### config.mk
export PLATFORM = sky130hd
export DESIGN_NAME = rst_hs_seq
export DESIGN_NICKNAME = d
export VERILOG_FILES = /design/src/rtl/rst_hs_seq.sv
export SDC_FILE = /design/constraint.sdc
export NUM_CORES = 1
export LEC_CHECK = 0
export BUFFER_PORTS_ARGS = -buffer_cell sky130_fd_sc_hd__buf_4
export CORE_AREA = 8 8 57 106
export CTS_CLUSTER_DIAMETER = 200
export DETAILED_ROUTE_END_ITERATION = 10
export DIE_AREA = 0 0 65 114
export GPL_ROUTABILITY_DRIVEN = 0
export GPL_TIMING_DRIVEN = 0
export PLACE_DENSITY = 0.85
export SYNTH_ARGS = -nofsm -noshare
export SYNTH_HDL_FRONTEND = slang
export SYNTH_SLANG_ARGS = --single-unit
### constraint.sdc
create_clock -name clk -period 2.15 [get_ports clk]
set_input_delay 0.1075 -clock clk [delete_from_list [all_inputs] [get_ports clk]]
set_output_delay 0.1075 -clock clk [all_outputs]
set_load 0.005 [all_outputs]
### src/rtl/rst_hs_seq.sv
module rst_hs_seq #(
  parameter int ADDR_W  = 8,
  parameter int TMO_CYC = 16
) (
  input  logic              clk,
  input  logic              cold_rst_n,
  input  logic              warm_rst_n,
  input  logic              reg_en,
  input  logic              reg_we,
  input  logic              reg_priv,
  input  logic [ADDR_W-1:0] reg_addr,
  input  logic [31:0]       reg_wdata,
  output logic [31:0]       reg_rdata,
  input  logic              rst_req,
  input  logic              rst_ic,
  input  logic              rst_dbg,
  input  logic [8:0]        in_rst,
  output logic [8:0]        hs_req,
  input  logic [8:0]        hs_ack,
  output logic              rst_out
);
  localparam int NCH = 9;
  localparam int TW  = $clog2(TMO_CYC + 1);
  localparam logic [ADDR_W-1:0] A_EN  = ADDR_W'('h10);
  localparam logic [ADDR_W-1:0] A_GO  = ADDR_W'('h14);
  localparam logic [ADDR_W-1:0] A_STS = ADDR_W'('h18);
  localparam logic [31:0]       RO_ONES = 32'hFFFC_E1F2;
  localparam logic [NCH-1:0]    EN_RST  = 9'h1FD;
  localparam int POS [NCH] = '{0, 2, 3, 9, 10, 11, 12, 16, 17};

  typedef enum logic [1:0] {IDLE, WAIT, FIRE} st_t;

  st_t            st;
  logic [NCH-1:0] en_q, wr_bits, part, part_q, done_q, dom_ok;
  logic [TW-1:0]  cnt;
  logic           is_hw, tmo_q;
  logic [31:0]    en_word;

  wire acc     = reg_en & reg_priv;
  wire wr      = acc & reg_we;
  wire sw_go   = wr && (reg_addr == A_GO) && reg_wdata[0];
  wire start   = (st == IDLE) && (rst_req || sw_go);
  wire all_ack = (hs_ack & part_q) == part_q;
  wire tmo_hit = cnt == TW'(TMO_CYC - 1);

  logic unused_wbits;
  assign unused_wbits = ^reg_wdata;

  genvar g;
  for (g = 0; g < NCH; g++) begin : g_map
    assign wr_bits[g] = reg_wdata[POS[g]];
  end

  always_comb begin
    en_word = RO_ONES;
    for (int i = 0; i < NCH; i++) en_word[POS[i]] = en_q[i];
  end

  assign dom_ok  = {rst_dbg & ~rst_ic, rst_ic & ~rst_dbg, 7'h7F};
  assign part    = en_q & ~in_rst & dom_ok;
  assign hs_req  = (st == IDLE) ? '0 : part_q;
  assign rst_out = (st == FIRE) && is_hw;

  always_comb begin
    reg_rdata = '0;
    if (acc && !reg_we) begin
      if (reg_addr == A_EN)  reg_rdata = en_word;
      if (reg_addr == A_STS) reg_rdata = {tmo_q, 22'd0, done_q};
    end
  end

  always_ff @(posedge clk) begin
    if (!cold_rst_n)                  en_q <= EN_RST;
    else if (wr && reg_addr == A_EN)  en_q <= wr_bits;
  end

  always_ff @(posedge clk) begin
    if (!cold_rst_n || !warm_rst_n) begin
      st     <= IDLE;
      part_q <= '0;
      done_q <= '0;
      cnt    <= '0;
      is_hw  <= 1'b0;
      tmo_q  <= 1'b0;
    end else begin
      case (st)
        IDLE: if (start) begin
          st     <= WAIT;
          part_q <= part;
          is_hw  <= rst_req;
          cnt    <= '0;
          done_q <= '0;
        end
        WAIT: begin
          if (all_ack || tmo_hit) begin
            st     <= FIRE;
            done_q <= part_q & hs_ack;
            if (!all_ack) tmo_q <= 1'b1;
          end else begin
            cnt <= cnt + 1'b1;
          end
        end
        default: begin
          st     <= IDLE;
          part_q <= '0;
        end
      endcase
    end
  end

  p_req_hold_r4: assert property (@(posedge clk) disable iff (!cold_rst_n || !warm_rst_n)
    (st == WAIT) |=> hs_req == $past(hs_req));
  p_skip_r5: assert property (@(posedge clk) disable iff (!cold_rst_n || !warm_rst_n)
    (st == IDLE) |=> (hs_req & ($past(in_rst) | ~$past(en_q))) == '0);
  p_excl_r6: assert property (@(posedge clk) disable iff (!cold_rst_n || !warm_rst_n)
    !(hs_req[7] && hs_req[8]));
  p_pulse_one_r7: assert property (@(posedge clk) disable iff (!cold_rst_n || !warm_rst_n)
    rst_out |=> !rst_out);
  p_acked_r7: assert property (@(posedge clk) disable iff (!cold_rst_n || !warm_rst_n)
    rst_out |-> ($past((hs_ack & hs_req) == hs_req) || tmo_q));
  p_req_drop_r7: assert property (@(posedge clk) disable iff (!cold_rst_n || !warm_rst_n)
    (st == FIRE) |=> hs_req == '0);
  p_unpriv_r2: assert property (@(posedge clk) disable iff (!cold_rst_n || !warm_rst_n)
    (reg_en && reg_we && !reg_priv) |=> $stable(en_q));
  p_tmo_sticky_r9: assert property (@(posedge clk) disable iff (!cold_rst_n || !warm_rst_n)
    tmo_q |=> tmo_q);
endmodule

==> flow_summary.ini <==
[synth]
muxShareOfSynthArea_pct = 11.2
synth_top_cell_by_area = dfxtp_1
synth_top_family_by_area = simple AND/OR/NAND/NOR gates
syn_area_per_cell_um2 = 8.17
synth_xor_area_share_pct = 0
synthArstFlopShare_pct = 0
netlist.area_leader.share_pct = 36.6
synth_compound_area_share_pct = 9.85
yosys_warnings = 0
ys.flop_type = dfxtp_1
synthTopCellsByArea = dfxtp_1 37%, mux2i_1 11%, nand3_1 6.9%
yosys.area_share.simple_pct = 30.6
synth_edf_count = 0
synth_fa_ha_area_share_pct = 1.27
synth.distinct_cells = 43
syn_inst = 241
syn_area_um2 = 1970
synth_nets = 310
seq_area_frac_synth_pct = 36.6
ys_ff_latch = 36

[die]
dieArea_um2 = 7410
rows = 35
die_w_um = 65
core-area_um2 = 4600
initial_core_util_pct = 42.8
die_y_um = 114
pin_count = 109

[critical_path]
critPathLaunchType = register
critPathMaxFanout = 5
cp-endpoint = cnt[0]$_SDFFE_PP0P_
crit_start = cnt[0]$_SDFFE_PP0P_
path_class = reg2reg
rrSetupSlack_ns = 0.30
rr_startpoint = cnt[0]$_SDFFE_PP0P_
crit_path_end_kind = register
reg2regPathDepth = 7
timing.rr.end = cnt[0]$_SDFFE_PP0P_
cp.arrival_ns = 2.04
required_ns = 2.33

[cts]
cts_made_buffers = 5
clock-root-buffer = clkbuf_8
cts_buffer_depth = 2
cts_hold_buf = 0
post_cts_buffers = 0
htreeDepth = 2
clkTransAtPathRegs_ns = 0.07
cts_tree = yes
clkSinkCount = 36
clock_latency_ns = 0.29

[layout]
drive_gt1_share_pct = 35.4
finish.instance_area_um2 = 2780
final_cells = 388
diodes = 0
finalNetCount = 401
syn_to_final_growth_pct = 41.4
postLayoutCoreUtil_pct = 60.5

[placed_design]
dp.cells = 380
numPortBuffers = 84
detailed_place_hpwl_um = 4890
placed_cell_area_um2 = 2670

[sta]
timing.final.crit_share_pct = 86.2
slew_viol_final = 0
fin_crit_ns = 1.85
relSlewSlack_pct = 58.1
finalHoldViolCount = 0
rsz0062_at_grt = no
fin_worst_skew_ns = 0.00837
worst_slew_pin_slew_ns = 0.620
fmax_mhz = 540
setup_viol = 0
hold_ws_ns = 0.0402

[run_status]
status = finished clean

[power_and_ir_drop]
p_leak_nw = 1.22
p_total_w = 0.00143
irDropWorstVdd_mv = 0.511
power_density_nw_per_um2 = 513

[routing]
via_count = 2022
drt_pass1_iterations = 4
via_per_inst = 5.21
routedWlPerCell_um = 15.8
routed_wl_um = 6120
drt_iter0_drc = 69
antenna_left = 0
drc = 0

[grt]
grt_pass1_vias = 2045
grt_use_total_pct = 16.3
antenna_found_initial = 0
grt_max_degree = 23
grt_pass1_wl_um = 9580
overflow = 0

[hold_path]
min_path_type = in2reg

[run]
cap_violations = 0
==> worst max-delay path, cell delays in order (launching register included) <==
cell      delay, ns
dfxtp_1        0.34
ha_1           0.23
and3_1         0.19
ha_1           0.19
inv_1          0.07
o41a_1         0.33
a21boi_2       0.14
a31o_2         0.27
==> Yosys cell counts, types with 3 or more instances <==
| cell type | count |
|---|---|
| nand2b_1 | 8 |
| inv_1 | 11 |
| o22ai_1 | 3 |
| dfxtp_1 | 36 |
| nand3_1 | 27 |
| nor3_1 | 3 |
| a21oi_1 | 3 |
| buf_4 | 16 |
| clkbuf_1 | 8 |
| nand2_1 | 20 |
| and2_1 | 8 |
| nor2_1 | 33 |
| mux2i_1 | 22 |
| o21ai_0 | 8 |
==> registers in the layout (all words and copies together), names as in the netlist <==
name	flops
done_q	9
part_q	9
tmo_q	1
st	2
en_q	9
is_hw	1
cnt	5
==> worst min path at each step <==
stage                        startpoint                   end  slack [ns]  depth (start not counted)
after global placement    reg_wdata[11]  en_q[5]$_SDFFE_PN1P_        0.32                          3
after detailed placement  reg_wdata[11]  en_q[5]$_SDFFE_PN1P_        0.33                          3
after global routing      reg_wdata[17]  en_q[8]$_SDFFE_PN1P_        0.03                          3
after CTS                 reg_wdata[17]  en_q[8]$_SDFFE_PN1P_        0.04                          3
final                     reg_wdata[17]  en_q[8]$_SDFFE_PN1P_        0.04                          3
after floorplan            reg_wdata[0]  en_q[0]$_SDFFE_PN1P_        0.24                          2
==> repair_timing <==
action / CTS / global route
gates resized for setup: 1 / 1
cloned: 0 / 0
setup endpoints to repair: 22 / 21
==> layout by cell type, fill, tap and decap left out, types with 5 or more instances in the layout <==
master and n:
and2_1 8, nor2_1 32, clkbuf_1 9, dfxtp_1 36
clkbuf_8 5, nand2b_1 8, mux2i_1 22, buf_4 100
o21ai_0 8, inv_1 11, nand2_1 20, nand3_1 27
==> power breakdown <==
group / total, W / internal (W) / switching, W / leakage (nW)
logic: 0.000169 / 0.0000859 / 0.0000836 / 0.876
clock network: 0.000579 / 0.000344 / 0.000235 / 0.0552
registers: 0.000680 / 0.000673 / 0.00000673 / 0.291
total: 0.00143 / 0.00110 / 0.000325 / 1.22
==> final cells by class <==
| type | instances | area, µm² |
|---|---|---|
| fillers | 406 | 1810 |
| multi-input cells | 168 | 1050 |
| clock buffers | 6 | 72.6 |
| repair buffers | 84 | 631 |
| inverters | 11 | 41.3 |
| clock inverters | 2 | 35.0 |
| flip-flops and latches | 36 | 721 |
| plain buffers | 26 | 166 |
| well taps | 55 | 68.8 |
==> through the flow <==
stage | TNS [ns] | worst slack [ns]
2_1_floorplan | 0 | 0.327
3_3_place_gp | -2.47 | -0.124
3_5_place_dp | -4.58 | -0.221
4_1_cts | 0 | 0.118
5_1_grt | 0 | 0.146
6_report | 0 | 0.297
==> layer usage <==
metal / routed length (µm) / GRT usage [%] / vias to the layer above
met5: 0 / 0 / -
met4: 251 / 9.09 / 0
met3: 331 / 3.93 / 19
met2: 3410 / 31.4 / 68
met1: 2130 / 14.7 / 935
li1: - / - / 1000
==> kinds of logic after synthesis <==
logic type	Yosys count
fa+ha+maj	2
mux	22
flops	36
compound gates	27
buf+inv	37
simple gates	117
Note: power is estimated with default switching activity, not from simulation.
